[src/rtl/sop_pkg.sv]
package sop_pkg;

    typedef enum logic [1:0] {
        ST_BLANK = 2'd0,
        ST_LOAD  = 2'd1,
        ST_ARMED = 2'd2
    } cfg_state_e;

    typedef enum logic {
        ARR_PLA = 1'b0,
        ARR_PAL = 1'b1
    } arr_mode_e;

    localparam logic [1:0] CELL_ZERO = 2'b00;
    localparam logic [1:0] CELL_NEG  = 2'b01;
    localparam logic [1:0] CELL_POS  = 2'b10;
    localparam logic [1:0] CELL_FREE = 2'b11;

    localparam logic PLANE_PROD = 1'b0;
    localparam logic PLANE_SUM  = 1'b1;

endpackage

[src/rtl/sop_cfg_ctrl.sv]
module sop_cfg_ctrl
    import sop_pkg::*;
(
    input  logic clk,
    input  logic rst_n,
    input  logic wr_en,
    input  logic commit,
    output logic load_done
);

    cfg_state_e state_q;
    cfg_state_e state_d;

    always_comb begin
        state_d = state_q;
        unique case (state_q)
            ST_BLANK: begin
                if (wr_en)       state_d = ST_LOAD;
                else if (commit) state_d = ST_ARMED;
            end
            ST_LOAD: begin
                if (wr_en)       state_d = ST_LOAD;
                else if (commit) state_d = ST_ARMED;
            end
            ST_ARMED: begin
                if (wr_en)       state_d = ST_LOAD;
            end
            default: state_d = ST_BLANK;
        endcase
    end

    always_ff @(posedge clk or negedge rst_n) begin
        if (!rst_n) state_q <= ST_BLANK;
        else        state_q <= state_d;
    end

    always_comb begin
        unique case (state_q)
            ST_ARMED: load_done = 1'b1;
            default:  load_done = 1'b0;
        endcase
    end

endmodule

[src/rtl/sop_prod_plane.sv]
module sop_prod_plane
    import sop_pkg::*;
#(
    parameter int N_IN   = 4,
    parameter int N_TERM = 16,
    parameter int ROW_W  = 4
) (
    input  logic              clk,
    input  logic              rst_n,
    input  logic              we,
    input  logic [ROW_W-1:0]  row,
    input  logic [2*N_IN-1:0] data,
    input  logic [N_IN-1:0]   x,
    output logic [N_TERM-1:0] term_hit
);

    logic [2*N_IN-1:0] cells_q [N_TERM];

    always_ff @(posedge clk or negedge rst_n) begin
        if (!rst_n) begin
            for (int t = 0; t < N_TERM; t++) cells_q[t] <= '0;
        end else if (we && (int'(row) < N_TERM)) begin
            cells_q[row] <= data;
        end
    end

    for (genvar t = 0; t < N_TERM; t++) begin : g_term
        always_comb begin
            logic hit;
            hit = 1'b1;
            for (int i = 0; i < N_IN; i++) begin
                unique case (cells_q[t][2*i +: 2])
                    CELL_POS:  hit = hit & x[i];
                    CELL_NEG:  hit = hit & ~x[i];
                    CELL_FREE: hit = hit;
                    default:   hit = 1'b0;
                endcase
            end
            term_hit[t] = hit;
        end
    end

endmodule

[src/rtl/sop_sum_plane.sv]
module sop_sum_plane
    import sop_pkg::*;
#(
    parameter int        N_TERM  = 16,
    parameter int        N_OUT   = 4,
    parameter int        PAL_GRP = 4,
    parameter int        ROW_W   = 4,
    parameter arr_mode_e MODE    = ARR_PLA
) (
    input  logic              clk,
    input  logic              rst_n,
    input  logic              we,
    input  logic [ROW_W-1:0]  row,
    input  logic [N_OUT-1:0]  data,
    input  logic [N_TERM-1:0] term_hit,
    output logic [N_OUT-1:0]  sum
);

    logic [N_OUT-1:0] conn_q [N_TERM];

    always_ff @(posedge clk or negedge rst_n) begin
        if (!rst_n) begin
            for (int t = 0; t < N_TERM; t++) conn_q[t] <= '0;
        end else if (we && (int'(row) < N_TERM)) begin
            conn_q[row] <= data;
        end
    end

    for (genvar k = 0; k < N_OUT; k++) begin : g_out
        if (MODE == ARR_PAL) begin : g_grouped
            localparam int LO = k * PAL_GRP;
            always_comb begin
                logic acc;
                acc = 1'b0;
                for (int j = 0; j < PAL_GRP; j++) begin
                    if (LO + j < N_TERM)
                        acc = acc | (term_hit[LO + j] & conn_q[LO + j][k]);
                end
                sum[k] = acc;
            end
        end else begin : g_shared
            always_comb begin
                logic acc;
                acc = 1'b0;
                for (int t = 0; t < N_TERM; t++)
                    acc = acc | (term_hit[t] & conn_q[t][k]);
                sum[k] = acc;
            end
        end
    end

endmodule

[src/rtl/sop_array.sv]
module sop_array
    import sop_pkg::*;
#(
    parameter int        N_IN    = 4,
    parameter int        N_OUT   = 4,
    parameter int        N_TERM  = 16,
    parameter int        PAL_GRP = 4,
    parameter arr_mode_e MODE    = ARR_PLA,
    parameter int        ROW_W   = (N_TERM > 1) ? $clog2(N_TERM) : 1,
    parameter int        DW      = (2 * N_IN > N_OUT) ? 2 * N_IN : N_OUT
) (
    input  logic             clk,
    input  logic             rst_n,
    input  logic             wr_en,
    input  logic             wr_plane,
    input  logic [ROW_W-1:0] wr_row,
    input  logic [DW-1:0]    wr_data,
    input  logic             commit,
    input  logic [N_IN-1:0]  x_in,
    output logic [N_OUT-1:0] f_out,
    output logic             load_done
);

    logic              prod_we;
    logic              sum_we;
    logic [N_TERM-1:0] term_hit;
    logic [N_OUT-1:0]  sum_raw;

    assign prod_we = wr_en && (wr_plane == PLANE_PROD);
    assign sum_we  = wr_en && (wr_plane == PLANE_SUM);

    sop_cfg_ctrl u_ctrl (
        .clk       (clk),
        .rst_n     (rst_n),
        .wr_en     (wr_en),
        .commit    (commit),
        .load_done (load_done)
    );

    sop_prod_plane #(
        .N_IN   (N_IN),
        .N_TERM (N_TERM),
        .ROW_W  (ROW_W)
    ) u_prod (
        .clk      (clk),
        .rst_n    (rst_n),
        .we       (prod_we),
        .row      (wr_row),
        .data     (wr_data[2*N_IN-1:0]),
        .x        (x_in),
        .term_hit (term_hit)
    );

    sop_sum_plane #(
        .N_TERM  (N_TERM),
        .N_OUT   (N_OUT),
        .PAL_GRP (PAL_GRP),
        .ROW_W   (ROW_W),
        .MODE    (MODE)
    ) u_sum (
        .clk      (clk),
        .rst_n    (rst_n),
        .we       (sum_we),
        .row      (wr_row),
        .data     (wr_data[N_OUT-1:0]),
        .term_hit (term_hit),
        .sum      (sum_raw)
    );

    assign f_out = load_done ? sum_raw : '0;

endmodule

[config.mk]
export PLATFORM = sky130hd
export DESIGN_NAME = sop_array
export DESIGN_NICKNAME = d
export VERILOG_FILES = /design/src/rtl/sop_pkg.sv /design/src/rtl/sop_cfg_ctrl.sv /design/src/rtl/sop_prod_plane.sv /design/src/rtl/sop_sum_plane.sv /design/src/rtl/sop_array.sv
export SDC_FILE = /design/constraint.sdc
export NUM_CORES = 1
export LEC_CHECK = 0
export BUFFER_PORTS_ARGS = -buffer_cell sky130_fd_sc_hd__buf_4
export CORE_ASPECT_RATIO = 1.1
export CORE_MARGIN = 2
export CORE_UTILIZATION = 63
export CTS_CLUSTER_SIZE = 25
export DETAILED_ROUTE_END_ITERATION = 8
export GPL_TIMING_DRIVEN = 0
export PLACE_DENSITY = 0.8
export SYNTH_ARGS = -nofsm -noshare
export SYNTH_HDL_FRONTEND = slang
export SYNTH_SLANG_ARGS = --single-unit
[constraint.sdc]
create_clock -name clk -period 3.37 [get_ports clk]
set_input_delay 0.8425 -clock clk [delete_from_list [all_inputs] [get_ports clk]]
set_output_delay 0.8425 -clock clk [all_outputs]
set_load 0.05 [all_outputs]
==> impl_metrics.py <==
metrics = {
    "status": {
        "outcome": "complete, but fails checks",
        "violations": "negative setup slack",
    },
    "place": {
        "port_buffers": 19,
        "gp_congestion": 0.918,
        "place_inst": 1199,
        "post-dp-hpwl_um": 16800,
        "place_area_um2": 11500,
        "place_ws_ps": -873,
    },
    "cells_and_area": {
        "final-seq-area_um2": 4850,
        "n_antenna_cell": 0,
        "final_nets": 1178,
        "drive_gt1_frac": 0.329,
        "design_area_um2": 12900,
        "multi_input_area_um2": 6040,
        "syn_to_final_growth_pct": 17.4,
        "stdcell_count": 1260,
        "mostFrequentLayoutCell": "dfrtp_1",
        "mostFrequentLayoutCells": "dfrtp_1, mux2_2, ha_1",
        "fillerInstances": 1024,
    },
    "logic_synthesis": {
        "synth_cells": 945,
        "synth_area_leaders": "dfrtp_1, ha_1, mux2_2, xor2_1, inv_1",
        "synth_top_area_share": 0.441,
        "ys_ff_latch": 194,
        "synth_cell_type_count": 31,
        "syn-num-nets": 1110,
        "avgSynthCellArea_um2": 11.6,
        "synth_area_um2": 11000,
        "yosys.area.top_type": "dfrtp_1",
        "synth-seq-area-share": 0.441,
        "yosys_warnings": 0,
    },
    "sta": {
        "holdWs_ps": 358,
        "finalCritPeriodShare": 1.02,
        "report.final.slew_viol_count": 0,
        "period_minus_slack_ps": 3440,
        "finalSetupViolCount": 4,
        "rsz0062_at_grt": "yes",
        "setup_tns_ps": -211,
        "finalHoldViolCount": 0,
        "skew_ps": 0.203,
        "fin_ws_ps": -73.9,
        "tightest_slew_ps": 936,
        "relSlewSlack": 0.370,
        "max_freq_mhz": 290,
    },
    "job": {
        "cap_violations": 0,
    },
    "global_routing": {
        "track_usage": 0.292,
        "grt-ovfl-total": 0,
        "grt_pass1_wl_um": 40500,
        "grt_pass1_vias": 7649,
        "antenna_found_initial": 0,
        "grt_max_degree": 120,
    },
    "pwr": {
        "power_density_nw_per_um2": 547,
        "p_leak_nw": 6.15,
        "ir_drop_v": 0.000407,
    },
    "detailed_routing": {
        "viasPerCell": 5.88,
        "dr.pass1.iters": 6,
        "ant_nets": 0,
        "totalWireLength_um": 26300,
        "drt-initial-drc-count": 550,
        "wl_per_cell_um": 20.8,
        "vias": 7409,
        "drc": 0,
    },
    "critical_path": {
        "worstPathArrival_ps": 2600,
        "crit_type": "input pin to primary output",
        "endpoint_kind": "primary output",
        "cp-start-kind": "input pin",
        "crit_fanout": 5,
        "r2r_cells": 3,
        "worstPathRequired_ps": 2530,
    },
    "clock_network": {
        "cts_made_buffers": 17,
        "clk_latency_ps": 440,
        "cts.path.max_buffers": 2,
        "cts_tree": "done",
        "numClockSinks": 194,
        "postCtsHoldBufs": 0,
        "htreeDepth": 4,
        "clock-root-buffer": "clkbuf_16",
        "clk_pin_slew_worst_paths_ps": 70,
    },
    "floorplan": {
        "core-area_um2": 17100,
        "die_h_um": 143,
        "io_pins": 26,
        "rows": 50,
        "die_area_um2": 18500,
        "initial_core_util": 0.644,
        "die_w_um": 130,
    },
    "min_path": {
        "hold_path.class": "input pin to async pin",
    },
}
-- power by group --
| group | switching [mW] | internal [mW] |
|---|---|---|
| clock | 0.976 | 1.05 |
| combinational | 1.03 | 0.878 |
| sequential | 0.344 | 2.80 |
| total | 2.35 | 4.73 |
-- critical path, stage by stage --
cell     delay, ps
buf_16         130
buf_12         140
mux2i_1        120
or4_4          430
nor4_4         220
buf_4          190
a22oi_2        100
nand4_1        120
o21a_2         160
buf_8          140
-- layer usage --
metal  up-vias  global-route usage  wire length, µm
met1      3784               0.373            10800
met2       203               0.489            13200
met4         0               0.123              920
li1       3368                   -                -
met3        54              0.0536             1370
met5         -                   0                0
-- cells in the mapped netlist, drive strengths merged --
master	count
nor3	4
nand3	2
or4	18
o21a	4
nor2	16
buf	15
inv	98
o21ai	36
dfrtp	194
or2	1
nor3b	2
nand2b	3
ha	144
mux2	156
or3	1
xor2	48
nand2	48
a21oi	51
nand4	12
mux2i	16
nor2b	2
clkbuf	24
a22oi	32
nor4	18
-- state kept, by name (all words and copies together), names as in the netlist --
| signal | flops |
|---|---|
| u_ctrl.state_q | 2 |
| u_prod.cells_q | 128 |
| u_sum.conn_q | 64 |
-- path summary, 6_finish.rpt --
kind / startpoint / end / slack (ps)
worst max register to register: u_ctrl.state_q[0] / u_ctrl.state_q[1] / 2350
min in group clk: u_ctrl.state_q[1] / u_ctrl.state_q[0] / 450
max in group asynchronous: rst_n / u_prod.cells_q[67] / 2020
worst min register to register: u_ctrl.state_q[1] / u_ctrl.state_q[0] / 450
worst max-delay path: x_in[0] / f_out[3] / -70
worst min-delay path: rst_n / u_prod.cells_q[117] / 360
-- final cells by class --
cell class,count,share of cell area
Tap cell,234,0.0227
Buffer,39,0.0201
Sequential cell,194,0.376
Timing Repair Buffer,49,0.0405
Inverter,98,0.0285
Multi-Input combinational cell,614,0.467
Clock inverter,15,0.0125
Clock buffer,17,0.0329
-- cell families (layout without fill, tap and decap cells) --
kind of cell / Yosys count / count (layout) / share of synthesized area
AOI/OAI and AO/OA: 123 / 123 / 0.0641
xor gates and xnor gates: 48 / 48 / 0.0382
adders and majority gates: 144 / 144 / 0.164
buffers and inverters: 137 / 218 / 0.0508
DFF: 194 / 194 / 0.441
muxes: 172 / 172 / 0.174
and+or+nand+nor: 127 / 127 / 0.0679
-- stage by stage --
| stage | total power, mW | util |
|---|---|---|
| floorplan | 4.20 | - |
| global placement | 4.52 | 0.670 |
| detailed placement | 4.65 | 0.672 |
| CTS | 6.90 | 0.736 |
| global route | 7.45 | 0.757 |
| finish | 7.07 | 0.757 |
-- timing repair --
item                       4_1_cts  5_1_grt
hold endpoints to repair         0        0
pin swaps                       24       27
cloned                           1        2
buffers inserted                17        9
setup endpoints to repair        4        4
gates resized for setup         65       54
Power figures use the tool's default switching activity.
